$ cat src/rtl/pix_rb_pkg.sv
package pix_rb_pkg;

  typedef enum logic [1:0] {
    ASEL_KEEP = 2'b00,
    ASEL_SRC  = 2'b01,
    ASEL_DST  = 2'b10,
    ASEL_PROD = 2'b11
  } asel_e;

  typedef enum logic [1:0] {
    BM_COPY  = 2'b00,
    BM_SRC_W = 2'b01,
    BM_DST_W = 2'b10,
    BM_SUM   = 2'b11
  } bmode_e;

  typedef struct packed {
    asel_e  asel;
    bmode_e bmode;
  } mode_t;

endpackage

$ cat src/rtl/pix_rb_rop.sv
module pix_rb_rop
  import pix_rb_pkg::*;
#(
  parameter int CH_W = 8,
  parameter int NCH  = 3
) (
  input  logic                      clk,
  input  logic                      rst_n,
  input  logic                      en,
  input  logic                      in_v,
  input  logic [CH_W*(NCH+1)-1:0]   src,
  input  logic [CH_W*(NCH+1)-1:0]   dst,
  input  logic [CH_W*(NCH+1)-1:0]   mask,
  input  logic [3:0]                rop,
  input  mode_t                     mode,
  output logic                      q_v,
  output logic [CH_W*NCH-1:0]       q_col,
  output logic [CH_W-1:0]           q_sa,
  output logic [CH_W-1:0]           q_da,
  output logic [CH_W*(NCH+1)-1:0]   q_dst,
  output logic [CH_W*(NCH+1)-1:0]   q_mask,
  output mode_t                     q_mode
);

  localparam int CW = CH_W * NCH;
  localparam int PW = CW + CH_W;

  logic [CW-1:0] col_d;

  genvar gb;
  generate
    for (gb = 0; gb < CW; gb++) begin : g_bit
      always_comb col_d[gb] = rop[{dst[gb], src[gb]}];
    end
  endgenerate

  always_ff @(posedge clk or negedge rst_n) begin
    if (!rst_n) q_v <= 1'b0;
    else if (en) q_v <= in_v;
  end

  always_ff @(posedge clk) begin
    if (en) begin
      q_col  <= col_d;
      q_sa   <= src[PW-1 -: CH_W];
      q_da   <= dst[PW-1 -: CH_W];
      q_dst  <= dst;
      q_mask <= mask;
      q_mode <= mode;
    end
  end

  // pass-source code forwards the source colour one cycle later
  p_rop_src_r1: assert property (@(posedge clk) disable iff (!rst_n)
    (en && in_v && rop == 4'b1010) |=> (q_v && q_col == $past(src[CW-1:0])));

  // XOR code against the registered operands
  p_rop_xor_r1: assert property (@(posedge clk) disable iff (!rst_n)
    (en && in_v && rop == 4'b0110) |=> (q_col == ($past(src[CW-1:0]) ^ $past(dst[CW-1:0]))));

endmodule

$ cat src/rtl/pix_rb_blend.sv
module pix_rb_blend
  import pix_rb_pkg::*;
#(
  parameter int CH_W = 8,
  parameter int NCH  = 3
) (
  input  logic                      clk,
  input  logic                      rst_n,
  input  logic                      en,
  input  logic                      in_v,
  input  logic [CH_W*NCH-1:0]       col,
  input  logic [CH_W-1:0]           sa,
  input  logic [CH_W-1:0]           da,
  input  logic [CH_W*(NCH+1)-1:0]   dst,
  input  logic [CH_W*(NCH+1)-1:0]   mask,
  input  mode_t                     mode,
  output logic                      q_v,
  output logic [CH_W*(NCH+1)-1:0]   q_pix,
  output logic [CH_W*(NCH+1)-1:0]   q_dst,
  output logic [CH_W*(NCH+1)-1:0]   q_mask
);

  localparam int CW = CH_W * NCH;
  localparam int PW = CW + CH_W;
  localparam int SW = 2 * CH_W + 2;
  localparam logic [SW-1:0] MAXV = SW'((1 << CH_W) - 1);
  localparam logic [CH_W-1:0] AMAX = CH_W'((1 << CH_W) - 1);

  function automatic logic [SW-1:0] weigh(input logic [CH_W-1:0] p,
                                          input logic [CH_W-1:0] a);
    logic [SW-1:0] t;
    if (a == '0)        t = '0;
    else if (a == AMAX) t = SW'(p) << CH_W;
    else                t = SW'(p) * (SW'(a) + SW'(1));
    return t;
  endfunction

  function automatic logic [CH_W-1:0] clip(input logic [SW-1:0] sum);
    logic [SW-1:0] q;
    q = sum >> CH_W;
    return (q > MAXV) ? AMAX : q[CH_W-1:0];
  endfunction

  function automatic logic [CH_W-1:0] mix(input bmode_e m,
                                          input logic [CH_W-1:0] s,
                                          input logic [CH_W-1:0] d,
                                          input logic [CH_W-1:0] a_s,
                                          input logic [CH_W-1:0] a_d);
    logic [SW-1:0] sum;
    logic [CH_W-1:0] r;
    case (m)
      BM_COPY: r = s;
      BM_SRC_W: begin
        sum = (SW'(a_s) + SW'(1)) * SW'(s) + (MAXV - SW'(a_s)) * SW'(d);
        r   = (a_s == '0) ? d : clip(sum);
      end
      BM_DST_W: begin
        sum = (MAXV - SW'(a_d)) * SW'(s) + (SW'(a_d) + SW'(1)) * SW'(d);
        r   = (a_d == '0) ? s : clip(sum);
      end
      default: r = clip(weigh(s, a_s) + weigh(d, a_d));
    endcase
    return r;
  endfunction

  logic [CW-1:0]   col_d;
  logic [CH_W-1:0] alpha_d;
  logic [SW-1:0]   aprod;

  genvar gc;
  generate
    for (gc = 0; gc < NCH; gc++) begin : g_ch
      always_comb col_d[gc*CH_W +: CH_W] =
        mix(mode.bmode, col[gc*CH_W +: CH_W], dst[gc*CH_W +: CH_W], sa, da);
    end
  endgenerate

  always_comb begin
    aprod = SW'(sa) * SW'(da);
    case (mode.asel)
      ASEL_SRC:  alpha_d = sa;
      ASEL_PROD: alpha_d = (sa == '0 && da == '0) ? '0
                           : CH_W'((aprod >> CH_W) + SW'(1));
      default:   alpha_d = da;
    endcase
  end

  always_ff @(posedge clk or negedge rst_n) begin
    if (!rst_n) q_v <= 1'b0;
    else if (en) q_v <= in_v;
  end

  always_ff @(posedge clk) begin
    if (en) begin
      q_pix  <= {alpha_d, col_d};
      q_dst  <= dst;
      q_mask <= mask;
    end
  end

  // copy mode leaves the raster colour untouched
  p_copy_r3: assert property (@(posedge clk) disable iff (!rst_n)
    (en && in_v && mode.bmode == BM_COPY) |=> (q_pix[CW-1:0] == $past(col)));

  // source-alpha select carries sa through
  p_asel_src_r2: assert property (@(posedge clk) disable iff (!rst_n)
    (en && in_v && mode.asel == ASEL_SRC) |=> (q_pix[PW-1 -: CH_W] == $past(sa)));

  // zero source alpha in mode 01 yields the destination colour
  p_srcw_zero_r4: assert property (@(posedge clk) disable iff (!rst_n)
    (en && in_v && mode.bmode == BM_SRC_W && sa == '0)
      |=> (q_pix[CW-1:0] == $past(dst[CW-1:0])));

  // zero destination alpha in mode 10 yields the raster colour
  p_dstw_zero_r5: assert property (@(posedge clk) disable iff (!rst_n)
    (en && in_v && mode.bmode == BM_DST_W && da == '0)
      |=> (q_pix[CW-1:0] == $past(col)));

endmodule

$ cat src/rtl/pix_rb_merge.sv
module pix_rb_merge #(
  parameter int PW = 32
) (
  input  logic          clk,
  input  logic          rst_n,
  input  logic          en,
  input  logic          in_v,
  input  logic [PW-1:0] pix,
  input  logic [PW-1:0] dst,
  input  logic [PW-1:0] mask,
  output logic          q_v,
  output logic [PW-1:0] q_pix
);

  logic [PW-1:0] pix_d;

  always_comb pix_d = (pix & mask) | (dst & ~mask);

  always_ff @(posedge clk or negedge rst_n) begin
    if (!rst_n) q_v <= 1'b0;
    else if (en) q_v <= in_v;
  end

  always_ff @(posedge clk) begin
    if (en) q_pix <= pix_d;
  end

  // an all-zero mask writes back the old destination
  p_mask_zero_r7: assert property (@(posedge clk) disable iff (!rst_n)
    (en && in_v && mask == '0) |=> (q_pix == $past(dst)));

  // an all-ones mask writes the blended word
  p_mask_full_r7: assert property (@(posedge clk) disable iff (!rst_n)
    (en && in_v && mask == '1) |=> (q_pix == $past(pix)));

endmodule

$ cat src/rtl/pix_rop_blend.sv
module pix_rop_blend
  import pix_rb_pkg::*;
#(
  parameter int CH_W = 8,
  parameter int NCH  = 3
) (
  input  logic                    clk,
  input  logic                    rst_n,
  input  logic                    in_valid,
  output logic                    in_ready,
  input  logic [CH_W*(NCH+1)-1:0] in_src,
  input  logic [CH_W*(NCH+1)-1:0] in_dst,
  input  logic [3:0]              in_rop,
  input  logic [1:0]              in_asel,
  input  logic [1:0]              in_bmode,
  input  logic [CH_W*(NCH+1)-1:0] in_mask,
  output logic                    out_valid,
  input  logic                    out_ready,
  output logic [CH_W*(NCH+1)-1:0] out_pix
);

  localparam int CW    = CH_W * NCH;
  localparam int PW    = CW + CH_W;
  localparam int DEPTH = 3;
  localparam int OCC_W = $clog2(DEPTH + 1) + 1;

  // reset: asserted asynchronously, released on a clock edge
  logic [1:0] rs_q;
  logic       rst_ni;

  always_ff @(posedge clk or negedge rst_n) begin
    if (!rst_n) rs_q <= 2'b00;
    else        rs_q <= {rs_q[0], 1'b1};
  end
  assign rst_ni = rs_q[1];

  // stage enables: a stage moves when it is empty or its successor moves
  logic en1, en2, en3;
  logic v1, v2, v3;

  always_comb begin
    en3 = !v3 || out_ready;
    en2 = !v2 || en3;
    en1 = !v1 || en2;
  end

  assign in_ready  = en1;
  assign out_valid = v3;

  mode_t mode_in;
  always_comb begin
    mode_in.asel  = asel_e'(in_asel);
    mode_in.bmode = bmode_e'(in_bmode);
  end

  logic [CW-1:0]   s1_col;
  logic [CH_W-1:0] s1_sa, s1_da;
  logic [PW-1:0]   s1_dst, s1_mask;
  mode_t           s1_mode;

  pix_rb_rop #(.CH_W(CH_W), .NCH(NCH)) i_rop (
    .clk    (clk),
    .rst_n  (rst_ni),
    .en     (en1),
    .in_v   (in_valid),
    .src    (in_src),
    .dst    (in_dst),
    .mask   (in_mask),
    .rop    (in_rop),
    .mode   (mode_in),
    .q_v    (v1),
    .q_col  (s1_col),
    .q_sa   (s1_sa),
    .q_da   (s1_da),
    .q_dst  (s1_dst),
    .q_mask (s1_mask),
    .q_mode (s1_mode)
  );

  logic [PW-1:0] s2_pix, s2_dst, s2_mask;

  pix_rb_blend #(.CH_W(CH_W), .NCH(NCH)) i_blend (
    .clk    (clk),
    .rst_n  (rst_ni),
    .en     (en2),
    .in_v   (v1),
    .col    (s1_col),
    .sa     (s1_sa),
    .da     (s1_da),
    .dst    (s1_dst),
    .mask   (s1_mask),
    .mode   (s1_mode),
    .q_v    (v2),
    .q_pix  (s2_pix),
    .q_dst  (s2_dst),
    .q_mask (s2_mask)
  );

  pix_rb_merge #(.PW(PW)) i_merge (
    .clk   (clk),
    .rst_n (rst_ni),
    .en    (en3),
    .in_v  (v2),
    .pix   (s2_pix),
    .dst   (s2_dst),
    .mask  (s2_mask),
    .q_v   (v3),
    .q_pix (out_pix)
  );

  // in-flight beat count, kept for the checks below
  logic [OCC_W-1:0] occ_q, occ_d;
  logic acc, ret;

  always_comb begin
    acc   = in_valid && in_ready;
    ret   = out_valid && out_ready;
    occ_d = occ_q + OCC_W'(acc) - OCC_W'(ret);
  end

  always_ff @(posedge clk or negedge rst_ni) begin
    if (!rst_ni) occ_q <= '0;
    else         occ_q <= occ_d;
  end

  // no more beats in flight than register stages
  p_occ_bound_r9: assert property (@(posedge clk) disable iff (!rst_ni)
    occ_q <= OCC_W'(DEPTH));

  // a stalled output holds its word
  p_hold_r9: assert property (@(posedge clk) disable iff (!rst_ni)
    (out_valid && !out_ready) |=> (out_valid && $stable(out_pix)));

  // an output beat exists only if a beat was accepted earlier
  p_no_phantom_r9: assert property (@(posedge clk) disable iff (!rst_ni)
    out_valid |-> (occ_q != '0));

  // a free-running consumer never throttles the producer
  p_ready_r8: assert property (@(posedge clk) disable iff (!rst_ni)
    out_ready |-> in_ready);

endmodule

$ cat config.mk
export PLATFORM = sky130hd
export DESIGN_NAME = pix_rop_blend
export DESIGN_NICKNAME = d
export VERILOG_FILES = /design/src/rtl/pix_rb_pkg.sv /design/src/rtl/pix_rb_rop.sv /design/src/rtl/pix_rb_blend.sv /design/src/rtl/pix_rb_merge.sv /design/src/rtl/pix_rop_blend.sv
export SDC_FILE = /design/constraint.sdc
export NUM_CORES = 2
export LEC_CHECK = 0
export BUFFER_PORTS_ARGS = -buffer_cell sky130_fd_sc_hd__buf_2
export CAP_MARGIN = 20
export CORE_ASPECT_RATIO = 2
export CORE_MARGIN = 2
export CORE_UTILIZATION = 60
export DETAILED_ROUTE_END_ITERATION = 16
export PLACE_DENSITY = 0.88
export SLEW_MARGIN = 20
export SYNTH_ARGS = -nofsm -noshare
export SYNTH_HDL_FRONTEND = slang
export SYNTH_SLANG_ARGS = --single-unit
$ cat constraint.sdc
create_clock -name clk -period 22.3 [get_ports clk]
set_input_delay 6.69 -clock clk [delete_from_list [all_inputs] [get_ports clk]]
set_output_delay 6.69 -clock clk [all_outputs]
set_load 0.05 [all_outputs]
=== After elaboration in Yosys (flattened, before gate mapping) ===
Cells that the tools add are included.

* Flip-flop bits (word level): 241
* Input bits: 108

* Add/sub/neg operators: 14
* Multipliers: 13
* $lt $le $gt $ge: 33
* Equality and inequality tests: 6
* Multiplexer cells: 86
* Bitwise logic cells: 4
* Reductions and logical operators: 11

{| class="wikitable"
|+ Operators by type and width
! cell !! count
|-
| 18-bit two-way mux || 18
|-
| 18-bit by 8-bit multiplier with 18-bit output || 10
|-
| 18-bit adder || 9
|-
| 8-bit two-way mux || 16
|-
| 10-bit by 8-bit greater-than comparator with 1-bit output, second input constant || 9
|-
| 2-bit by 3-bit less-than comparator with 1-bit output, second input constant || 24
|-
| 8-bit one-hot mux with 3 select lines || 3
|-
| 32-bit AND || 2
|-
| 1-bit binary-select mux with 2-bit select || 24
|-
| 8-bit by 18-bit multiplier with 18-bit output || 2
|-
| 32-bit inverter || 1
|-
| 32-bit bitwise OR || 1
|-
| 1-bit two-way mux || 24
|-
| 8-bit by 1-bit adder with 9-bit output, second input constant || 2
|-
| 8-bit by 8-bit subtractor with 9-bit output, first input constant || 2
|-
| 8-bit == test, second input constant || 2
|-
| 8-bit logical NOT || 2
|-
| 8-bit by 8-bit multiplier with 16-bit output || 1
|-
| 8-bit one-hot mux with 2 select lines || 1
|-
| 8-bit by 1-bit adder with 8-bit output, second input constant || 1
|-
| 2-bit by 1-bit == test with 1-bit output, second input constant || 2
|-
| 2-bit == test, second input constant || 2
|-
| 1-bit logical NOT || 3
|-
| 1-bit logical OR || 3
|-
| 3 further kinds || 3
|}

=== Depth between registers and ports, before layout ===
* Depth after elaboration: 9
* Mapped depth: 38

=== By module ===
A second synthesis with hierarchy kept.

* Cell total of the unflattened synthesis: 4557
* Area, all modules: 43015.0 µm²

{| class="wikitable"
|+ Modules (own cells, without submodules)
! module !! times used !! cells an instance !! area an instance (µm²) !! seq. area each (µm²)
|-
| pix_rb_blend || 1 || 4343 || 37757.5 || 2907.8
|-
| pix_rb_rop || 1 || 142 || 3699.8 || 3027.9
|-
| pix_rb_merge || 1 || 66 || 1481.4 || 985.9
|-
| pix_rop_blend || 1 || 6 || 76.3 || 50.0
|}

=== Worst setup path after synthesis ===
OpenSTA, ideal clock, no wires.

* Path type: input to output
* Start: in out_ready
* End: out in_ready
* Data arrival time: 9949 ps
* Slack: 5661 ps
* Stages: 1
* Path buffers: 0
* Cell sequence: nand4b_1

* Word-level cells in the longest chain between the ends: 3

{| class="wikitable"
|+ Ends and longest elaborated chain
! what !! line !! text
|-
| start, declared || pix_rop_blend.sv:18 || <nowiki>input logic out_ready,</nowiki>
|-
| 1-bit logical OR || pix_rop_blend.sv:42 || <nowiki>en3 = !v3 || out_ready;</nowiki>
|-
| 1-bit logical OR || pix_rop_blend.sv:43 || <nowiki>en2 = !v2 || en3;</nowiki>
|-
| 1-bit logical OR || pix_rop_blend.sv:44 || <nowiki>en1 = !v1 || en2;</nowiki>
|-
| end, declared || pix_rop_blend.sv:10 || <nowiki>output logic in_ready,</nowiki>
|}

Every way passes these cells.

=== Final worst setup path ===
Ends and elaborated chain as after synthesis.

==> qor.txt <==
outcome - finished clean
Pre-antenna DRT Iters - 5
final setup fails - 0
Worst slew margin - 16.47%
Layout Nets - 5755
type of the most critical hold path - flop to asynchronous set/reset pin
I/O pins - 142
Clock Pin Slew Worst Setup and Hold Paths - 0.06 ns
Final Hold Viols - 0
slowest stage cell, crit path - buf_2
CP cell instances - buf_2 -> nand4b_1 -> buf_2
register area - 6972 µm²
hold buffers post-CTS - 0
RSZ-0062 raised after global routing - no
largest cells by area after synthesis - fa_1, edfxtp_1, ha_1
Die Footprint - 73170 µm²
Post-Syn Area - 42530 µm²
Row Count - 138
H-Tree Level Count - 1
clock root buffer - clkbuf_16
post-CTS sizing - 0
largest net degree at the start of global routing - 64
Hold WS - 0.03872 ns
CTS buffer count - 25
initial antenna violation count - 9
post-DP HPWL - 93760 µm
Worst Tran Pin Value - 1.248 ns
synthesized area per cell - 9.494 µm²
count of pins over their slew limit - 0
DR WL/cell - 23.09 µm
first-pass GRT wire length - 195400 µm
DIE WIDTH - 192.3 µm
fillers - 5291
clock sink count - 233
Initial Util - 60.38%
gpl congestion - 0.9599
largest stage delay on the critical path - 0.23 ns
Multi-input gate area - 31740 µm²
maximum clock rate - 71.94 MHz
Worst-Skew Late Latency - 0.62 ns
distinct cell type count after synthesis - 103
port buffer count - 141
ys flop type - edfxtp_1
number of enable flip-flop cells after synthesis - 228
CP endpoint kind - output pin
Post-Syn Nets - 5713
Critical Path Fanout Max - 3
Critical Path Most Common Cell - buf_2
Total Neg Setup Slack - 0 ns
Mapped Cells - 4480
CTS tree - done
overall routing resource usage - 35.21%
final worst-path cycle share - 62.33%
wirelength, routed - 126000 µm
Vias/cell - 6.173
final core occ - 63.92%
Worst setup SP type - primary input
vias in the first global route - 36260
Synth area leader - fa_1
Worst Path Required - 15.61 ns
postcts setup bufs - 0
Yosys Warn Count - 0
grt total ovfl - 0
worst setup path category - primary input to output pin
post-layout min period - 13.90 ns
Yosys top cell area share - 27.35%
Seq/Total Area, Yosys - 16.39%
CTS max path bufs - 3
layout cells sized above 1 - 8.084%
die height - 380.5 µm
max_cap viols - 0
Via Count - 33680
post-route ant nets - 0
FFs w/ async S/R, synth - 2.146%
flops & latches, synth - 233
clk_skew - 0.05627 ns
r2r setup slk - 11.08 ns
most common cell in the synthesized netlist - inv_1
core area - 70450 µm²
Iteration-0 DRC Markers - 2683
WP data arrival - 7.21 ns
number of remaining DRC errors - 0
Layout Area Growth over Synthesis - 5.860%
most frequent cells after synthesis - inv_1, fa_1, ha_1
[per-layer routing]
layer  vias to the layer above  GRT usage [%]  share of wire [%]
met5                         -              0              0.055
met4                        10          32.08                 12
li1                      14450              -                  -
met2                      2121          55.56                 45
met1                     16320          38.64                 32
met3                       786          8.642                 11
[final timing paths]
| kind | start | end | cells past startpoint |
|---|---|---|---|
| max in group asynchronous | rst_n | rs_q[0] | 1 |
| min in group clk | rs_q[0] | rs_q[1] | 0 |
| min reg2reg | rs_q[1] | i_rop.q_v | 0 |
| max | out_ready | in_ready | 3 |
| max reg2reg | i_rop.q_da[1] | i_blend.q_pix[16] | 33 |
| min | rs_q[1] | i_rop.q_v | 0 |
[layout make-up]
| class | count | area share [%] |
|---|---|---|
| inverter | 822 | 6.852 |
| antenna | 6 | 0.03335 |
| clock inverter | 18 | 0.3446 |
| timing repair buffer | 219 | 2.868 |
| tap | 910 | 2.529 |
| multi-input combinational | 3221 | 70.48 |
| clock buffer | 27 | 1.406 |
| sequential | 233 | 15.48 |
[registers in the layout, indices dropped and copies added (netlist names), 2 cells and up]
signal,flops
i_rop.q_mode,4
i_rop.q_dst,24
i_rop.q_mask,32
i_rop.q_da,8
i_rop.q_col,24
i_blend.q_pix,32
i_blend.q_dst,32
i_blend.q_mask,32
i_merge.q_pix,32
rs_q,2
i_rop.q_sa,8
[per-stage QoR]
step,instances,cell area (µm²),worst slack [ns]
finish,5456,45030,8.400
global route,5451,45010,8.347
CTS,5450,45010,8.401
detailed placement,5405,44220,8.405
global placement,5405,44220,8.400
floorplan,4480,42530,5.661
[placed cells by master (no fill, tap or decap), types with 10 or more instances in the layout]
master,n
o21a_1,27
ha_1,544
fa_1,581
nand3_1,31
nor2b_1,331
and2_1,233
buf_2,141
xor2_1,54
nand2b_1,95
edfxtp_1,228
xnor2_1,103
and3_1,47
o21ai_0,94
a221o_1,10
a211oi_1,10
or2_2,11
buf_4,78
mux4_2,24
a31oi_1,10
nand4_1,15
a21o_1,59
inv_1,817
o221ai_1,15
nand2_1,370
o31ai_1,11
nor2_1,139
mux2_2,32
a32oi_1,10
o21bai_1,22
a21oi_1,140
nor3_1,27
clkbuf_16,25
[worst max-delay path, delay by kind of cell]
kind                   cells  cell delay, ns
buffers and inverters      2            0.34
and+or+nand+nor            1            0.18
[kinds of logic after synthesis]
family / share of synthesized area [%]
buf+inv: 9.125
other cells: 0.008816
mux: 2.200
flops: 16.39
fa+ha+maj: 43.35
compound gates: 8.307
xor+xnor: 3.630
simple gates: 16.99
Power is left out: the tool's default activity adds up to more than one toggle a clock period on the data nets, which glitch-free logic cannot reach.
